`config.mk`:
```
export PLATFORM = sky130hd
export DESIGN_NAME = ts_out_fmt
export DESIGN_NICKNAME = d
export VERILOG_FILES = /design/src/rtl/ts_out_fmt.sv
export SDC_FILE = /design/constraint.sdc
export NUM_CORES = 1
export LEC_CHECK = 0
export ABC_AREA = 1
export BUFFER_PORTS_ARGS = -buffer_cell sky130_fd_sc_hd__buf_2
export CELL_PAD_IN_SITES_DETAIL_PLACEMENT = 0
export CELL_PAD_IN_SITES_GLOBAL_PLACEMENT = 2
export CORE_MARGIN = 10
export CORE_UTILIZATION = 27
export CTS_CLUSTER_SIZE = 8
export DETAILED_ROUTE_END_ITERATION = 10
export PLACE_DENSITY_LB_ADDON = 0.3
export SYNTH_ARGS = -nofsm -noshare
export SYNTH_HDL_FRONTEND = slang
export SYNTH_SLANG_ARGS = --single-unit
```
`constraint.sdc`:
```
create_clock -name clk -period 1.4 [get_ports clk]
set_input_delay 0.14 -clock clk [delete_from_list [all_inputs] [get_ports clk]]
set_output_delay 0.14 -clock clk [all_outputs]
set_load 0.1 [all_outputs]
```
`src/rtl/ts_out_fmt.sv`:
```
module ts_out_fmt #(
  parameter int PKT_LEN   = 204,
  parameter int PAY_LEN   = 188,
  parameter int MF_PERIOD = 8,
  parameter logic [7:0] MF_BYTE = 8'hB8
) (
  input  logic       clk,
  input  logic       rst_n,
  input  logic       in_valid,
  input  logic       in_sop,
  input  logic [7:0] in_data,
  input  logic       in_uncor,
  input  logic       carrier_lock,
  input  logic       frame_sync,
  input  logic       sync_sel,
  input  logic       inv_den,
  input  logic       inv_uncor,
  input  logic       inv_sync,
  input  logic       inv_lock,
  input  logic       inv_clk,
  output logic [7:0] out_data,
  output logic       out_clk,
  output logic       out_den,
  output logic       out_uncor,
  output logic       out_sync,
  output logic       out_lock,
  output logic       non_compliant
);
  localparam int CW = $clog2(PKT_LEN);
  localparam int MW = $clog2(MF_PERIOD);
  localparam logic [CW-1:0] LAST = CW'(PKT_LEN - 1);
  localparam logic [CW-1:0] PAY  = CW'(PAY_LEN);
  localparam logic [MW-1:0] MLAST = MW'(MF_PERIOD - 1);

  logic [CW-1:0] pos_q, pos_d;
  logic          unc_hold_q, unc_now;
  logic          den_q, uncor_q, psync_q, mfs_q, clk_q, lock_q;
  logic          synced_q, nc_q;
  logic [MW-1:0] mf_cnt_q;
  logic          is_mf;

  assign pos_d   = in_sop ? '0 : (pos_q == LAST ? pos_q : pos_q + 1'b1);
  assign unc_now = in_sop ? in_uncor : unc_hold_q;
  assign is_mf   = in_sop && (in_data == MF_BYTE);

  always_ff @(posedge clk or negedge rst_n) begin
    if (!rst_n) begin
      pos_q      <= LAST;
      unc_hold_q <= 1'b0;
      out_data   <= '0;
      den_q      <= 1'b0;
      uncor_q    <= 1'b0;
      psync_q    <= 1'b0;
      mfs_q      <= 1'b0;
      clk_q      <= 1'b0;
    end else begin
      clk_q <= in_valid;
      if (in_valid) begin
        pos_q      <= pos_d;
        unc_hold_q <= unc_now;
        out_data   <= in_data;
        den_q      <= pos_d < PAY;
        uncor_q    <= unc_now && (pos_d < PAY);
        psync_q    <= in_sop;
        mfs_q      <= is_mf;
      end
    end
  end

  always_ff @(posedge clk or negedge rst_n) begin
    if (!rst_n) lock_q <= 1'b0;
    else        lock_q <= carrier_lock & frame_sync;
  end

  always_ff @(posedge clk or negedge rst_n) begin
    if (!rst_n) begin
      synced_q <= 1'b0;
      nc_q     <= 1'b0;
      mf_cnt_q <= '0;
    end else if (in_valid && in_sop) begin
      if (!synced_q) begin
        if (is_mf) begin
          synced_q <= 1'b1;
          mf_cnt_q <= '0;
        end
      end else if (is_mf) begin
        mf_cnt_q <= '0;
        nc_q     <= (mf_cnt_q != MLAST);
      end else begin
        mf_cnt_q <= mf_cnt_q + 1'b1;
        if (mf_cnt_q == MLAST) nc_q <= 1'b1;
      end
    end
  end

  assign out_clk       = clk_q ^ inv_clk;
  assign out_den       = den_q ^ inv_den;
  assign out_uncor     = uncor_q ^ inv_uncor;
  assign out_sync      = (sync_sel ? psync_q : mfs_q) ^ inv_sync;
  assign out_lock      = lock_q ^ inv_lock;
  assign non_compliant = nc_q;

  p_hold_data_r1: assert property (@(posedge clk) disable iff (!rst_n)
    !in_valid |=> $stable(out_data));
  p_sync_in_payload_r3: assert property (@(posedge clk) disable iff (!rst_n)
    psync_q |-> den_q);
  p_uncor_in_payload_r4: assert property (@(posedge clk) disable iff (!rst_n)
    uncor_q |-> den_q);
  p_mfs_is_first_r6: assert property (@(posedge clk) disable iff (!rst_n)
    mfs_q |-> psync_q);
  p_lock_follow_r7: assert property (@(posedge clk) disable iff (!rst_n)
    (carrier_lock && frame_sync) |=> lock_q);
  p_clk_pulse_r8: assert property (@(posedge clk) disable iff (!rst_n)
    clk_q |=> !clk_q);
  p_nc_clear_r9: assert property (@(posedge clk) disable iff (!rst_n)
    (in_valid && is_mf && synced_q && mf_cnt_q == MLAST) |=> !nc_q);
  p_sop_restart_r10: assert property (@(posedge clk) disable iff (!rst_n)
    (in_valid && in_sop) |=> (pos_q == '0));
endmodule

```
## Word-level counts from Yosys, hierarchy flattened

Cells that the tools add are included.

| storage, ports and cells | value |
|---|---|
| output and inout bits | 14 |
| word-level logic and storage cells | 43 |
| bits in writable memories | 0 |
| bits in read-only memories | 0 |
| flip-flop bits (word level) | 28 |
| bits in latches | 0 |
| input port bits | 21 |
| memories | 0 |

| operators by class | value |
|---|---|
| bitwise gates (word level) | 6 |
| $add $sub $neg | 2 |
| reductions and logical operators | 7 |
| shifts and indexed selects | 0 |
| divide/modulo/power cells | 0 |
| muxes and demuxes | 11 |
| $mul | 0 |
| equal/unequal tests | 4 |
| order comparisons | 1 |

Operator list:

| kind | number |
|---|---|
| 8-bit == test, second input constant | 2 |
| 8-bit two-way mux | 2 |
| 3-bit two-way mux | 3 |
| 8-bit by 1-bit adder with 8-bit output, second input constant | 1 |
| 8-bit < comparator, second input constant | 1 |
| 1-bit two-way mux | 6 |
| 1-bit XOR | 5 |
| 2-bit nonzero test | 2 |
| 3-bit by 1-bit adder with 3-bit output, second input constant | 1 |
| 3-bit == test, second input constant | 1 |
| 1-bit logical AND | 3 |
| 3-bit != test, second input constant | 1 |
| 3-bit AND reduction | 1 |
| 2-bit AND reduction | 1 |
| 1-bit bitwise AND | 1 |

## Logic depth before layout (Yosys ltp)

| logic depth | value |
|---|---|
| depth after elaboration | 5 |
| gate-level depth with buffers | 11 |
| mapped depth without buffers | 11 |

## Worst setup path before layout

Ideal clock, no wire load.

| timing path | value |
|---|---|
| kind | register to output |
| start | register mfs_q |
| end | output out_sync |
| required time | 1260 ps |
| cell stages (with the launch flop) | 4 |
| slack | -698 ps |
| buffers on the path | 0 |
| arrival time | 1958 ps |
| path through | dfrtp_1 -> inv_1 -> o21ai_0 -> xor2_1 |

| on the way | value |
|---|---|
| longest elaborated chain between the ends | 2 |

Ends and longest elaborated chain:

| element | line | text |
|---|---|---|
| start, declared | 37 | `logic den_q, uncor_q, psync_q, mfs_q, clk_q, lock_q;` |
| start signal, assigned | 65 | `mfs_q <= is_mf;` |
| 1-bit two-way mux | 99 | `assign out_sync = (sync_sel ? psync_q : mfs_q) ^ inv_sync;` |
| 1-bit XOR | 99 |  |
| end, declared | 25 | `output logic out_sync,` |

Every way passes these cells.

## Final worst setup path

| timing path | value |
|---|---|
| start | register pos_q[1] |
| end | register pos_q[1] |

| on the way | value |
|---|---|
| longest elaborated chain between the ends | 3 |
| elaborated cells between the ends (all ways) | 4 |
| those cells by class | 1 x add/sub; 1 x eq/ne; 2 x mux |

Ends and longest elaborated chain:

| element | line | text |
|---|---|---|
| start, declared | 35 | `logic [CW-1:0] pos_q, pos_d;` |
| start signal, assigned | 59 | `pos_q <= pos_d;` |
| 8-bit by 1-bit adder with 8-bit output or 8-bit == test (tied branches) | 42 | `assign pos_d = in_sop ? '0 : (pos_q == LAST ? pos_q : pos_q + 1'b1);` |
| 8-bit two-way mux * (2 in a row) | 42 |  |

Mark *: on every way between the ends. The rest lies on a longest branch, timed or not.
A chain may end at the register's enable or synchronous reset.

==> key figures <==
Status
  • Status: complete, but fails checks
  • Violated checks: setup timing

Floorplanning
  • Die H: 91.8 um
  • Core area: between 5000 and 6000 um^2
  • Initial Utilization: 0.276
  • Die Span X: 91.8 um
  • # IOs: 35
  • Row cnt: 26
  • Die area: 8420 um^2

Setup path
  • CP arrival: 1.77 ns
  • Crit path top cell by count: nand2_1
  • Max FO, Critical Path: 4
  • CP cell instances: ha_4 > nand2_4 > buf_4 > nor3_2 > nand2_1 > nand2_1 > nor2_2 > a22o_1
  • Reg2Reg Depth: 8
  • Startpoint Class: flop
  • Crit path largest cell delay: approximately 0.59 ns
  • Worst endpoint required time: 1.61 ns
  • Crit path kind: flop to flop
  • Crit. End Element: flop
  • CP max stage cell: dfstp_2

CTS
  • Latest clock arrival within the worst-skew pair: 0.27 ns
  • Worst-case clock buffer depth: 2
  • CTS H-tree lvls: 1
  • CTS tree: yes
  • CTS Sinks: 28
  • Clk pin slew, worst setup/hold paths: 0.10 ns
  • Cts bufs inserted: 3
  • CTS Root Cell: clkbuf_8

GRT
  • Initial antenna violation count: 0
  • GRT Total Usage: 0.0898
  • Total gr overflow: 0
  • Global-route wire length before repair: ~6.3 mm
  • Vias in the first global route: 1363
  • Largest net degree at the start of global routing: 29

Run
  • Max-cap viol count: 0

Yosys
  • Yosys top cell by area: dfrtp_1
  • Synth Instances: 172
  • Number of synthesized flops with an enable pin: 0
  • Largest cells by area after synthesis: dfrtp_1 (41%), nand2_1 (18%), dfstp_2 (9.5%), inv_1 (5.1%), o21ai_0 (4.3%)
  • Flops & latches, synth: 28
  • Top cell type's share of synthesized area: 0.414
  • Yosys warns: 0
  • Yosys cell types: 26
  • Post-synthesis async set-or-reset flop share: 1.00
  • Post-synthesis cell area: 1390 um^2
  • Most frequent cells after synthesis: nand2_1 (66), dfrtp_1 (23), inv_1 (19), o21ai_0 (12), nor2_1 (8)
  • Net Count, Synth: 196
  • Leading cell type by number of instances after synthesis: nand2_1
  • Sequential fraction of the synthesis area: 0.509
  • Top FF cell, synth: dfrtp_1
  • Mapped Avg Cell Area: 8.08 um^2

Placed design
  • Port-buffer cells: 34
  • Final GP Congestion: 0.761
  • Final HPWL from detailed placement: between 2 and 3 mm
  • Dpl cells: about 290
  • Worst slack at placement: -0.125 ns
  • Post-DP Area: 1850 um^2

Cells and area
  • Synth-to-Final Area Change: 42.4%
  • Total Nets Final: 246
  • # diodes: 0
  • Fin cells: 291
  • Share of layout cells above drive strength 1: 0.371
  • Post-route cell area: around 2000 um^2
  • Fin util: 0.393

STA
  • Slew @ Worst Pin: 0.662 ns
  • Final period util: 1.11
  • RSZ-0062 raised after global routing: true
  • Max Clk Rate: between 600 and 700 MHz
  • Hold Fails Final Rpt: 0
  • Final Critical Period: 1.55 ns
  • Worst setup margin: -0.153 ns
  • Worst slew margin: 0.558
  • Setup TNS Final: -0.840 ns
  • Hold_ws: 0.0391 ns
  • Max-slew violations: 0
  • Fin Clk Skew: approximately 0.0051 ns
  • Final setup fails: 7

Route
  • Via count: 1232
  • Vias/cell: between 4 and 5
  • Initial DRC Count: 39
  • WL/cell: about 12 um
  • DR pass1 iterations: 4
  • Routed Antenna Nets: 0
  • DRC viols: 0
  • Final WL: ~3.6 mm

Pwr
  • Pwr/cell area: 1220 nW/um^2
  • Leak: 0.990 nW
  • Power, Total: ~2.4 mW
  • Peak supply drop: 0.972 mV

Min path
  • Worst hold stages: 3
  • Hold Crit Class: input pin to flop
## cell type report
cell class	count	area, um^2
Timing Repair Buffer	49	348
Inverter	21	78.8
Clock inverter	1	30.0
Sequential cell	28	707
Multi-Input combinational cell	119	687
Tap cell	70	87.6
Clock buffer	3	41.3
Fill cell	524	3060
## cell usage in the layout, fill, tap and decap left out, drive strengths merged
cell type    count
nand3            7
or2              1
dlygate4sd3      1
buf             47
a22o             1
bufinv           1
inv             21
nor3             3
nor4             1
o21ai           13
xnor2            1
nor2            11
o22ai            2
xor2             5
nand4            1
nand2           66
dfstp            5
ha               3
clkbuf           4
dfrtp           23
o21bai           2
a21oi            2
## report_power, final
group          total, mW  internal (mW)  switching, mW
logic              0.800          0.220          0.581
registers          0.969          0.904         0.0653
clock network      0.642          0.383          0.259
## critical path: cells and delay by family (launching register included)
kind	cells	cell delay, ns
simple gates	5	0.40
buf+inv	1	0.13
compound gates	1	0.21
fa+ha+maj	1	0.17
flops	1	0.59
## path summary, 6_finish.rpt
kind                                          from                       to  slack, ns
min in group asynchronous                    rst_n         lock_q$_DFF_PN0_       0.41
setup / recovery              pos_q[1]$_DFFE_PN1P_     pos_q[1]$_DFFE_PN1P_      -0.15
hold / removal                          frame_sync         lock_q$_DFF_PN0_       0.04
max in group asynchronous                    rst_n      psync_q$_DFFE_PN0P_       0.55
hold reg to reg            out_data[4]$_DFFE_PN0P_  out_data[4]$_DFFE_PN0P_       0.48
setup reg to reg              pos_q[1]$_DFFE_PN1P_     pos_q[1]$_DFFE_PN1P_      -0.15
## registers in the layout, indices dropped and copies added, names as in the netlist
name and count:
synced_q 1, lock_q 1, pos_q 8, uncor_q 1
out_data 8, psync_q 1, non_compliant 1, mf_cnt_q 3
clk_q 1, mfs_q 1, den_q 1, unc_hold_q 1
## routing by layer
metal | GRT usage | up-vias | routed length (um)
met1 | 0.111 | 582 | 1640
met3 | 0.0277 | 2 | 198
li1 | - | 627 | -
met2 | 0.144 | 21 | 1770
met5 | 0 | - | 0
met4 | 0.0334 | 0 | 17
## cells by family (layout without fill, tap and decap cells)
kind of cell / after synthesis / after routing / share of synthesized area
simple gates: 90 / 90 / 0.266
compound gates: 20 / 20 / 0.0828
buf+inv: 25 / 74 / 0.0774
xor+xnor: 6 / 6 / 0.0378
flops: 28 / 28 / 0.509
fa+ha+maj: 3 / 3 / 0.0270
## repair_timing
action | 4_1_cts | 5_1_grt
endpoints found under the hold margin | 23 | 0
resized for setup | 10 | 9
setup endpoints to repair | 7 | 12
hold buffers | 1 | 0
buffers inserted | 0 | 1
pin swaps | 1 | 9
No activity file was read; power rests on OpenSTA's default activity.
